<file path="src/rtl/hl_div_pkg.sv">
`timescale 1ns/1ps
package hl_div_pkg;

  typedef enum logic [1:0] {
    ST_HALT = 2'd0,
    ST_WAIT = 2'd1,
    ST_RUN  = 2'd2
  } div_state_e;

  // Length in input cycles of a phase whose field holds the given value.
  function automatic int unsigned phase_cycles(input int unsigned field);
    return field + 32'd1;
  endfunction

  // A period closes when the phase that ends is the opposite of the start level.
  function automatic logic period_closes(input logic cur_lvl, input logic first_lvl);
    return cur_lvl != first_lvl;
  endfunction

endpackage

</file>
<file path="src/rtl/hl_div_ctrl.sv">
`timescale 1ns/1ps
module hl_div_ctrl
  import hl_div_pkg::*;
#(
  parameter int PH_W = 4
) (
  input  logic            clk_in,
  input  logic            rst_n,
  input  logic            sync_n,
  input  logic            bypass,
  input  logic            nosync,
  input  logic            force_en,
  input  logic [PH_W-1:0] phase,
  output logic            halt,
  output logic            forced,
  output logic            run
);

  logic [PH_W-1:0] dly_q;
  logic            sync_hold;
  div_state_e      state;

  assign forced    = force_en & nosync;
  assign sync_hold = ~nosync & ~sync_n;
  assign halt      = bypass | forced | sync_hold;

  always_comb begin
    if (halt)                    state = ST_HALT;
    else if (dly_q != '0)        state = ST_WAIT;
    else                         state = ST_RUN;
  end

  assign run = (state == ST_RUN);

  always_ff @(posedge clk_in or negedge rst_n) begin
    if (!rst_n)              dly_q <= '0;
    else if (halt)           dly_q <= phase;
    else if (dly_q != '0)    dly_q <= dly_q - PH_W'(1);
  end

  // the offset wait counts down one per cycle unless a new hold arrives
  p_wait_count_r5: assert property (@(posedge clk_in) disable iff (!rst_n)
    (state == ST_WAIT) |=> (halt || dly_q == $past(dly_q) - PH_W'(1)));

endmodule

</file>
<file path="src/rtl/hl_div_core.sv">
`timescale 1ns/1ps
module hl_div_core
  import hl_div_pkg::*;
#(
  parameter int CNT_W = 4
) (
  input  logic             clk_in,
  input  logic             rst_n,
  input  logic             halt,
  input  logic             run,
  input  logic             start_high,
  input  logic [CNT_W-1:0] low_cfg,
  input  logic [CNT_W-1:0] high_cfg,
  output logic             lvl
);

  logic             lvl_q;
  logic             start_q;
  logic [CNT_W-1:0] cnt_q;
  logic [CNT_W-1:0] lo_q;
  logic [CNT_W-1:0] hi_q;
  logic [CNT_W-1:0] cur_lim;
  logic             phase_done;
  logic             period_end;

  assign cur_lim    = lvl_q ? hi_q : lo_q;
  assign phase_done = run && ((32'(cnt_q) + 32'd1) == phase_cycles(32'(cur_lim)));
  assign period_end = phase_done && period_closes(lvl_q, start_q);
  assign lvl        = lvl_q;

  always_ff @(posedge clk_in or negedge rst_n) begin
    if (!rst_n) begin
      lvl_q   <= 1'b0;
      start_q <= 1'b0;
      cnt_q   <= '0;
      lo_q    <= '0;
      hi_q    <= '0;
    end else if (halt) begin
      lvl_q   <= start_high;
      start_q <= start_high;
      cnt_q   <= '0;
      lo_q    <= low_cfg;
      hi_q    <= high_cfg;
    end else if (run) begin
      if (phase_done) begin
        cnt_q <= '0;
        lvl_q <= ~lvl_q;
        if (period_end) begin
          lo_q <= low_cfg;
          hi_q <= high_cfg;
        end
      end else begin
        cnt_q <= cnt_q + CNT_W'(1);
      end
    end
  end

  // the running count never passes the limit of the current phase
  p_cnt_bound_r2: assert property (@(posedge clk_in) disable iff (!rst_n)
    cnt_q <= cur_lim);

  // a finished phase flips the level and restarts the count
  p_toggle_restart_r3: assert property (@(posedge clk_in) disable iff (!rst_n)
    phase_done |=> (cnt_q == '0 && lvl_q != $past(lvl_q)));

  // a hold parks the level at the requested start level
  p_halt_start_r8: assert property (@(posedge clk_in) disable iff (!rst_n)
    halt |=> (lvl_q == $past(start_high) && cnt_q == '0));

  // latched counts only move at a period end or during a hold
  p_cfg_hold_r9: assert property (@(posedge clk_in) disable iff (!rst_n)
    (!halt && !period_end) |=> ($stable(lo_q) && $stable(hi_q)));

endmodule

</file>
<file path="src/rtl/hl_div_outmux.sv">
`timescale 1ns/1ps
module hl_div_outmux (
  input  logic clk_in,
  input  logic bypass,
  input  logic forced,
  input  logic force_level,
  input  logic lvl,
  output logic out
);

  always_comb begin
    if (bypass)      out = clk_in;
    else if (forced) out = force_level;
    else             out = lvl;
  end

endmodule

</file>
<file path="src/rtl/hl_clk_divider.sv">
`timescale 1ns/1ps
module hl_clk_divider #(
  parameter int CNT_W = 4,
  parameter int PH_W  = 4
) (
  input  logic             clk_in,
  input  logic             rst_n,
  input  logic             sync_n,
  input  logic [CNT_W-1:0] cfg_low_cnt,
  input  logic [CNT_W-1:0] cfg_high_cnt,
  input  logic             cfg_bypass,
  input  logic             cfg_nosync,
  input  logic             cfg_force_en,
  input  logic             cfg_force_level,
  input  logic             cfg_start_high,
  input  logic [PH_W-1:0]  cfg_phase,
  output logic             div_out
);

  logic halt;
  logic forced;
  logic run;
  logic lvl;

  hl_div_ctrl #(.PH_W(PH_W)) u_ctrl (
    .clk_in   (clk_in),
    .rst_n    (rst_n),
    .sync_n   (sync_n),
    .bypass   (cfg_bypass),
    .nosync   (cfg_nosync),
    .force_en (cfg_force_en),
    .phase    (cfg_phase),
    .halt     (halt),
    .forced   (forced),
    .run      (run)
  );

  hl_div_core #(.CNT_W(CNT_W)) u_core (
    .clk_in     (clk_in),
    .rst_n      (rst_n),
    .halt       (halt),
    .run        (run),
    .start_high (cfg_start_high),
    .low_cfg    (cfg_low_cnt),
    .high_cfg   (cfg_high_cnt),
    .lvl        (lvl)
  );

  hl_div_outmux u_mux (
    .clk_in      (clk_in),
    .bypass      (cfg_bypass),
    .forced      (forced),
    .force_level (cfg_force_level),
    .lvl         (lvl),
    .out         (div_out)
  );

  // while bypassed the counter stays parked and never runs
  p_bypass_idle_r4: assert property (@(posedge clk_in) disable iff (!rst_n)
    cfg_bypass |-> (halt && !run));

endmodule

</file>
<file path="config.mk">
export PLATFORM = sky130hd
export DESIGN_NAME = hl_clk_divider
export DESIGN_NICKNAME = d
export VERILOG_FILES = /design/src/rtl/hl_div_pkg.sv /design/src/rtl/hl_div_ctrl.sv /design/src/rtl/hl_div_core.sv /design/src/rtl/hl_div_outmux.sv /design/src/rtl/hl_clk_divider.sv
export SDC_FILE = /design/constraint.sdc
export NUM_CORES = 1
export LEC_CHECK = 0
export BUFFER_PORTS_ARGS = -buffer_cell sky130_fd_sc_hd__buf_2
export CAP_MARGIN = 5
export CELL_PAD_IN_SITES_DETAIL_PLACEMENT = 0
export CELL_PAD_IN_SITES_GLOBAL_PLACEMENT = 1
export CORE_MARGIN = 2
export CORE_UTILIZATION = 48
export CTS_BUF_LIST = sky130_fd_sc_hd__clkbuf_4
export DETAILED_ROUTE_END_ITERATION = 7
export GPL_TIMING_DRIVEN = 0
export PLACE_DENSITY = 0.95
export SKIP_LAST_GASP = 1
export SYNTH_ARGS = -nofsm -noshare
export SYNTH_HDL_FRONTEND = slang
export SYNTH_SLANG_ARGS = --single-unit
</file>
<file path="constraint.sdc">
create_clock -name clk_in -period 5.2 [get_ports clk_in]
set_input_delay 0.52 -clock clk_in [delete_from_list [all_inputs] [get_ports clk_in]]
set_output_delay 0.52 -clock clk_in [all_outputs]
set_load 0.03 [all_outputs]
</file>
==> results of run 1 <==
critical path, delay by kind of cell:
| family | cells | cell delay [ns] |
|---|---|---|
| AOI/OAI and AO/OA | 1 | 0.07 |
| and+or+nand+nor | 1 | 0.04 |
| buffers and inverters | 3 | 0.41 |
worst min-delay path by stage:
stage | from | endpoint | slack, ns
after global routing | rst_n | u_core.hi_q[0] | 0.02
after CTS | rst_n | u_core.hi_q[0] | 0.03
after floorplan | rst_n | u_core.cnt_q[0] | 0.22
after global placement | rst_n | u_ctrl.dly_q[0] | 0.47
final | rst_n | u_core.lo_q[1] | 0.02
after detailed placement | rst_n | u_ctrl.dly_q[1] | 0.47
through the flow:
| step | setup WS [ns] | utilization (%) | hold slack (ns) |
|---|---|---|---|
| 2_1_floorplan | 1.731 | - | 0.2244 |
| 3_3_place_gp | 1.823 | 57.72 | 0.4651 |
| 3_5_place_dp | 1.823 | 57.72 | 0.4716 |
| 4_1_cts | 1.559 | 59.87 | 0.03066 |
| 5_1_grt | 1.530 | 59.87 | 0.02463 |
| 6_report | 1.571 | 59.87 | 0.02151 |
registers in the layout, summed over array words and instances, names as in the netlist:
register / flops
u_core.cnt_q: 4
u_core.hi_q: 4
u_core.lo_q: 4
u_ctrl.dly_q: 4
u_core.lvl: 1
u_core.start_q: 1
routing by layer:
layer  GRT usage (%)  wire length, um  vias to the layer above  share of wire [%]
met5               0                0                        -                  0
met4           11.97               47                        0                2.1
met3           4.722               61                        5                2.7
met2           28.81             1092                       18                 48
met1           25.99             1064                      416                 47
li1                -                -                      446                  -
cells by family after synthesis:
| kind of cell | share of synthesized area, % |
|---|---|
| buffers and inverters | 3.502 |
| flip-flops | 38.22 |
| AO/OA/AOI/OAI | 14.23 |
| adder cells (fa/ha/maj) | 4.246 |
| XOR/XNOR | 12.10 |
| AND/OR/NAND/NOR | 15.39 |
| multiplexers | 12.31 |
final cells by class:
class	instances	area, um2	share of cell area (%)
Tap cell	28	35.03	2.571
Inverter	4	15.01	1.102
Buffer	3	26.28	1.928
Timing Repair Buffer	19	95.09	6.979
Clock inverter	1	3.754	0.2755
Sequential cell	18	450.4	33.06
Clock buffer	7	50.05	3.673
Multi-Input combinational cell	82	686.9	50.41
report_power, final:
part	total (mW)	internal [mW]	switching (mW)
Sequential	0.162	0.152	0.0106
Combinational	0.0939	0.0460	0.0479
Clock	0.116	0.0572	0.0586
cell usage after synthesis, drive strengths merged, types with 2 or more instances:
| library cell | count |
|---|---|
| and4b | 2 |
| inv | 4 |
| nor2 | 2 |
| ha | 4 |
| xor2 | 5 |
| nand2 | 13 |
| dfrtp | 18 |
| nor3b | 2 |
| o21ai | 6 |
| xnor2 | 5 |
| or3 | 2 |
| buf | 2 |
| a21oi | 6 |
| nand3 | 4 |
| a311o | 2 |
| mux2i | 4 |
| and4 | 3 |
| a41oi | 2 |
| mux2 | 9 |
==> metrics.md, run 1 <==
| Metric | Value |
|---|---|
| Outcome | finished, final reports clean |
| Max FO, Critical Path | 2 |
| Via count | 885 |
| Total wire length | 2266 um |
| Slowest CP cell | buf_2 |
| Least-Margin Pin Slew | 0.4305 ns |
| Initial antenna violation count | 0 |
| Final Max Tran Viols | 0 |
| Final non-filler cell total | 162 |
| Post-Syn Nets | 131 |
| WL/cell | 13.99 um |
| GRT overflow | 0 |
| Ys async rst share | 100.0% |
| Die Y | 53.55 um |
| R2R Path Start | u_core.lvl |
| Power, Total | 0.3720 mW |
| Setup TNS | 0 ns |
| Starting Density | 51.79% |
| TritonCTS clock tree | built |
| Sequential element share of the synthesized area | 38.22% |
| Largest net degree at the start of global routing | 19 |
| Worst hold path class | input pin to async pin |
| Ranking of synthesized cells by area | dfrtp_1, mux2_2, ha_1, nand2_1, xor2_1 |
| DP Cell Count | 155 |
| Max VDD drop | 0.0001905 V |
| Clock slew at reported path FFs | 0.10 ns |
| Fin area | 1363 um2 |
| Sequence of cells on the critical path | clkbuf_4 -> clkbuf_4 -> nand2_1 -> o21ai_0 -> buf_2 |
| DIE AREA | 2868 um2 |
| Final setup viols | 0 |
| Worst R2R Path Depth | 10 |
| Setup Fix Bufs, Post-CTS | 0 |
| # rows | 17 |
| Mean Syn Cell Area | 11.02 um2 |
| Seq cells post-synth | 18 |
| Post-DP HPWL | 1749 um |
| Worst setup path end | div_out |
| Via density per instance | 5.463 |
| Share of cells above drive strength 1 | 34.33% |
| Yosys Warn Count | 0 |
| Nets@finish | 159 |
| Initial DRC count | 10 |
| Number of synthesized flops with an enable pin | 0 |
| Skew final | 0.01022 ns |
| Crit path largest cell delay | 0.18 ns |
| RSZ-0062 raised after global routing | no |
| Leak | 0.6349 nW |
| Yosys top cell by area | dfrtp_1 |
| # IOs | 21 |
| Relative slew slack | 71.18% |
| Vias in the first global route | 879 |
| Startpoint Class | clock port |
| Hold-fix buffers, CTS | 0 |
| Tot GR Track Use | 19.57% |
| Commonest cells after routing, fill and taps aside | buf_2, dfrtp_1, nand2_1 |
| Hold Violations, Final | 0 |
| Most common cell after layout, fill and taps aside | buf_2 |
| Synth top area share | 38.22% |
| Setup slack, reg-to-reg | 2.30 ns |
| Critical path's most frequent cell | clkbuf_4 |
| Detail Route Antenna Nets | 0 |
| Power Dens Cells | 273.0 nW/um2 |
| Cell variety after synth | 38 |
| GP Congestion | 0.7913 |
| Max_cap viols | 0 |
| Worst-Skew Late Latency | 0.41 ns |
| Ant diodes | 0 |
| Crit end category | output pin |
| Synth Flop Type | dfrtp_1 |
| Crit path from | clk_in |
| Area grow syn2layout | 15.61% |
| PortBufs | 20 |
| Global-route wire length before repair | 3843 um |
| Critical R2R Capture | u_core.hi_q[0] |
| Crit Path Class | clock port to output pin |
| CP arrival | 3.11 ns |
| Post-cts resize count | 0 |
| Core ar. | 2276 um2 |
| Synth Cell Area | 1179 um2 |
| Placed cell areas | 1314 um2 |
| Fillers | 204 |
| Req. time, crit path | 4.68 ns |
| Cell count after synthesis | 107 |
| # DRC | 0 |
| Die width | 53.55 um |
| Drt first pass iters | 4 |
Note: power is estimated with default switching activity, not from simulation.
==> run 2: changes to the inputs <==
- CORE_UTILIZATION: 48 -> 45
- PLACE_DENSITY: 0.95 -> 0.9
- clock period: 5.2 -> 3.6 ns (I/O delays scaled with it)
==> metrics.md, run 2 (same netlist as run 1, synthesis figures left out) <==
| Metric | Value |
|---|---|
| Switching Share | 31.58% (+0.092 points) |
| Detail Route Antenna Nets | 0 (unchanged) |
| Die width | 55.18 um (+3.0%) |
| Hold Path Stages | 3 |
| Final hold slack | 0.1643 ns (+0.1428 ns) |
| Max FO, Critical Path | 10 (+8) |
| Post-layout worst setup margin | 0.7141 ns (-0.8570 ns) |
| Combinational share of power | 25.6% (+0.3 points) |
| Tot GR Track Use | 20.79% (+1.2 points) |
| Cell internal pwr | 0.3677 mW (+44%) |
| Worst slack at placement | 0.7259 ns (-1.097 ns) |
| Worst-Skew Late Latency | 0.39 ns (-0.02 ns) |
| Max Freq | 0.3465 GHz |
| NetSw | 0.1697 mW (+45%) |
| Final non-filler cell total | 164 (+1.2%) |
| Via density per instance | 5.524 (+1.1%) |
| Initial DRC count | 12 (+2) |
| Least-Margin Pin Slew | 0.4530 ns (+0.02256 ns) |
| Final setup viols | 0 (unchanged) |
| PortBufs | 20 (unchanged) |
| Req. time, crit path | 3.89 ns (-0.79 ns) |
| DP Cell Count | 157 (+1.3%) |
| Worst hold path class | input pin to register |
| Ant diodes | 0 (unchanged) |
| Setup Fix Bufs, Post-CTS | 0 (unchanged) |
| Relative slew slack | 69.66% (-1.5 points) |
| Nets@finish | 160 (+0.63%) |
| Global-route wire length before repair | 4215 um (+9.7%) |
| Drt first pass iters | 4 (unchanged) |
| Clock slew at reported path FFs | 0.09 ns (about the same) |
| # rows | 18 (+1) |
| Setup TNS | 0 ns (unchanged) |
| WL/cell | 14.75 um (+5.5%) |
| Hold Path End | u_ctrl.dly_q[2] |
| Most common cell after layout, fill and taps aside | buf_2 |
| Fin area | 1371 um2 (+0.64%) |
| Largest net degree at the start of global routing | 19 (unchanged) |
| Share of power burned in registers | 43.6% (about the same) |
| Area grow syn2layout | 16.35% |
| Met3 wire len | 91 um (+49%) |
| Share of cells above drive strength 1 | 34.33% (unchanged) |
| # IOs | 21 (unchanged) |
| Crit path from | u_core.lvl |
| GP Congestion | 0.8155 (+3.1%) |
| Post-DP HPWL | 1783 um (+2.0%) |
| Max_cap viols | 0 (unchanged) |
| CP arrival | 3.17 ns (+0.06 ns) |
| Power, Total | 0.5375 mW (+44%) |
| Vias in the first global route | 959 (+9.1%) |
| Commonest cells after routing, fill and taps aside | buf_2, dfrtp_1, nand2_1 |
| Worst R2R Path Depth | 10 (unchanged) |
| Clk pwr share | 30.8% (-0.3 points) |
| Fin crit share | 80.16% |
| Placed cell areas | 1316 um2 (+0.19%) |
| Via count | 906 (+2.4%) |
| # DRC | 0 (unchanged) |
| Starting Density | 47.58% (-4.2 points) |
| R2R Path Start | u_core.lvl |
| Hold wc startpoint | cfg_phase[2] |
| Crit Path Class | register to register |
| Total wire length | 2419 um (+6.8%) |
| Final Max Tran Viols | 0 (unchanged) |
| Core ar. | 2477 um2 (+8.9%) |
| Die Y | 55.18 um (+3.0%) |
| Critical R2R Capture | u_core.hi_q[0] |
| Final Core Density | 55.35% (-4.5 points) |
| GRT overflow | 0 (unchanged) |
| RSZ-0062 raised after global routing | no |
| Post-layout min period | 2.886 ns |
| Startpoint Class | register |
| Outcome | finished, final reports clean |
| Initial antenna violation count | 0 (unchanged) |
| Post-Route M1 WL | 1070 um (+0.56%) |
| Setup slack, reg-to-reg | 0.71 ns (-1.59 ns) |
| Hold Violations, Final | 0 (unchanged) |
| Max VDD drop | 0.0002774 V (+46%) |
| Highest Signal Layer | met4 |
| Crit end category | register |
| Met2 wire length | 1203 um (+10%) |
| TritonCTS clock tree | built |
| DIE AREA | 3044 um2 (+6.2%) |
| Power Dens Cells | 391.9 nW/um2 (+44%) |
| Skew final | 0.0008020 ns (-0.009418 ns) |
| Leak | 0.6375 nW (+0.41%) |
## run 2: changes by cell type in the layout (fill, tap and decap cells not counted), sizes merged
cell / delta
clkinv: -1
dlygate4sd3: +1
## run 2: what timing repair did
| action | in CTS | in global routing |
|---|---|---|
| resized for setup | 0 | 0 |
| hold endpoints to repair | 18 | 0 |
| endpoints found under the setup margin | 0 | 0 |
| hold buffers | 1 | 0 |
## run 2: final cells by class
type	count	area (um2)
inverter	4	15.01
fill	238	1106
buffer	3	26.28
timing repair buffer	20	105.1
multi-input combinational	82	686.9
clock buffer	7	50.05
sequential	18	450.4
tap	30	37.54
## run 2: power by group through the flow
| stage | clock network (mW) | logic, mW | registers, mW |
|---|---|---|---|
| detailed placement | 0.0202 | 0.136 | 0.238 |
| CTS | 0.174 | 0.138 | 0.234 |
| floorplan | 0.0157 | 0.105 | 0.233 |
| finish | 0.166 | 0.138 | 0.234 |
| global placement | 0.0202 | 0.131 | 0.237 |
| global route | 0.188 | 0.154 | 0.237 |
## run 2: worst max path at each step
stage	endpoint	slack, ns
after global routing	u_core.hi_q[1]	0.58
after CTS	u_core.hi_q[1]	0.70
after global placement	u_core.lo_q[1]	0.78
after floorplan	u_core.hi_q[0]	0.95
after detailed placement	u_core.hi_q[1]	0.73
final	u_core.hi_q[0]	0.71
## run 2: routing by layer
metal	global-route usage, %	up-vias
met2	32.34	17
met4	13.01	0
met3	6.720	7
li1	-	449
met5	0	-
met1	24.74	433
## run 2: worst max-delay path, stage by stage, from the launching register on
cell and delay (ns):
dfrtp_1 0.38, buf_6 0.16, mux2i_1 0.27, inv_1 0.08, ha_1 0.24, and4_2 0.24, or3_1 0.40, and4_4 0.21
buf_6 0.12, a41oi_4 0.28, mux2_2 0.38
==> run 3: changes to the inputs <==
- CORE_UTILIZATION: 45 -> 40
- PLACE_DENSITY: 0.9 -> 0.86
- clock period: 3.6 -> 2.5 ns (I/O delays scaled with it)
==> metrics.md, run 3 (same netlist as run 1, synthesis figures left out) <==
| Metric | Value |
|---|---|
| PortBufs | 20 (unchanged) |
| Fillers | 250 (+5.0%) |
| Core ar. | 2781 um2 (+12%) |
| Via count | 935 (+3.2%) |
| DP Cell Count | 158 (+0.64%) |
| Ant diodes | 0 (unchanged) |
| # IOs | 21 (unchanged) |
| Hold Violations, Final | 0 (unchanged) |
| Worst-Skew Late Latency | 0.40 ns (about the same) |
| GP Congestion | 0.8416 (+3.2%) |
| Area grow syn2layout | 25.27% |
| Die Y | 58.28 um (+5.6%) |
| CP arrival | 2.72 ns (-0.45 ns) |
| Most common cell after layout, fill and taps aside | buf_2 |
| Initial antenna violation count | 0 (unchanged) |
| Via density per instance | 5.500 (-0.44%) |
| WL/cell | 14.33 um (-2.9%) |
| Power, Total | 0.8069 mW (+50%) |
| Clock slew at reported path FFs | 0.09 ns (about the same) |
| Starting Density | 42.38% (-5.2 points) |
| Leak | 0.6975 nW (+9.4%) |
| Crit end category | register |
| Largest net degree at the start of global routing | 19 (unchanged) |
| Detail Route Antenna Nets | 0 (unchanged) |
| Worst slack at placement | -0.3054 ns (-1.031 ns) |
| Req. time, crit path | 2.79 ns (-1.10 ns) |
| Commonest cells after routing, fill and taps aside | buf_2, dfrtp_1, nand2_1 |
| Startpoint Class | register |
| Outcome | finished, final reports clean |
| Crit Path Class | register to register |
| Post-DP HPWL | 1809 um (+1.5%) |
| DIE AREA | 3397 um2 (+12%) |
| Final non-filler cell total | 170 (+3.7%) |
| Die width | 58.28 um (+5.6%) |
| Worst hold path class | input pin to register |
| Final Max Tran Viols | 0 (unchanged) |
| TritonCTS clock tree | built |
| Nets@finish | 165 (+3.1%) |
| # rows | 19 (+1) |
| Post-layout worst setup margin | 0.06517 ns (-0.6489 ns) |
| Max_cap viols | 0 (unchanged) |
| # DRC | 0 (unchanged) |
| GRT overflow | 0 (unchanged) |
| Setup TNS | 0 ns (unchanged) |
| Least-Margin Pin Slew | 0.4691 ns (+0.01607 ns) |
| Vias in the first global route | 952 (-0.73%) |
| Total wire length | 2436 um (+0.70%) |
| Initial DRC count | 14 (+2) |
| Skew final | 0.001025 ns (+0.0002233 ns) |
| Tot GR Track Use | 17.07% (-3.7 points) |
| RSZ-0062 raised after global routing | yes |
| Power Dens Cells | 546.5 nW/um2 (+39%) |
| Global-route wire length before repair | 4202 um (-0.31%) |
| Final setup viols | 0 (unchanged) |
| Post-layout min period | 2.435 ns (-0.4511 ns) |
| Max Freq | 0.4107 GHz (+19%) |
| Fin crit share | 97.39% (+17 points) |
| Max FO, Critical Path | 8 (-2) |
| Drt first pass iters | 4 (unchanged) |
| Relative slew slack | 68.59% (-1.1 points) |
| Max VDD drop | 0.0004013 V (+45%) |
| Share of cells above drive strength 1 | 40.29% (+6.0 points) |
==> run 3: cell count changes in the layout (fill, tap and decap cells not counted), moves of 2 or more <==
| cell | previous run | this run |
|---|---|---|
| buf_4 | 0 | 6 |
| buf_6 | 2 | 0 |
| mux2_2 | 8 | 0 |
| mux2_4 | 1 | 9 |
==> run 3: timing repair <==
| item | 4_1_cts | 5_1_grt |
|---|---|---|
| endpoints found under the setup margin | 8 | 8 |
| hold buffers | 1 | 0 |
| gates resized for setup | 3 | 1 |
| setup buffers | 6 | 1 |
| cloned | 0 | 0 |
| pin swaps | 3 | 3 |
| hold endpoints to repair | 18 | 0 |
==> run 3: final timing paths <==
| check | from | end | slack (ns) | cells after the start |
|---|---|---|---|---|
| hold reg to reg | u_core.lo_q[3] | u_core.lo_q[3] | 0.55 | 1 |
| hold / removal | cfg_phase[1] | u_ctrl.dly_q[1] | 0.05 | 3 |
| max in group asynchronous | rst_n | u_core.lvl | 1.86 | 2 |
| setup reg to reg | u_core.lvl | u_core.hi_q[3] | 0.07 | 8 |
| setup / recovery | u_core.lvl | u_core.hi_q[3] | 0.07 | 8 |
| min in group asynchronous | rst_n | u_ctrl.dly_q[1] | 0.32 | 2 |
==> run 3: critical path, cell delays in order (launching register included) <==
cell     delay, ns
dfrtp_2       0.45
mux2_4        0.32
ha_4          0.17
and4b_1       0.19
or3_4         0.34
and4_4        0.20
a41oi_4       0.19
buf_12        0.17
mux2_4        0.30
==> run 3: per-layer routing <==
metal	track usage (%)	up-vias	share of wire [%]
li1	-	459	-
met2	26.81	29	48
met3	2.902	5	4.6
met5	0	-	0
met4	9.302	0	2.2
met1	22.33	442	46
==> run 3: power by group <==
part           internal (mW)  total [mW]  switching (mW)
registers              0.316       0.341          0.0250
clock network          0.117       0.235           0.118
logic                  0.124       0.231           0.107
==> run 3: cell type report <==
class	count	area (um2)	share of cell area (%)
Multi-Input combinational cell	82	747.0	50.59
Sequential cell	18	451.7	30.59
Timing Repair Buffer	27	170.2	11.53
Clock buffer	7	50.05	3.390
Tap cell	31	38.79	2.627
Inverter	4	15.01	1.017
Buffer	1	3.754	0.2542
==> run 3: metrics by stage <==
| step | cell area, um2 | utilization, % | hold WS [ns] |
|---|---|---|---|
| 2_1_floorplan | 1225 | - | -0.04559 |
| 4_1_cts | 1479 | 53.17 | 0.04374 |
| 6_report | 1476 | 53.08 | 0.05339 |
| 5_1_grt | 1476 | 53.08 | 0.04345 |
| 3_3_place_gp | 1364 | 49.03 | 0.1956 |
| 3_5_place_dp | 1364 | 49.03 | 0.2038 |
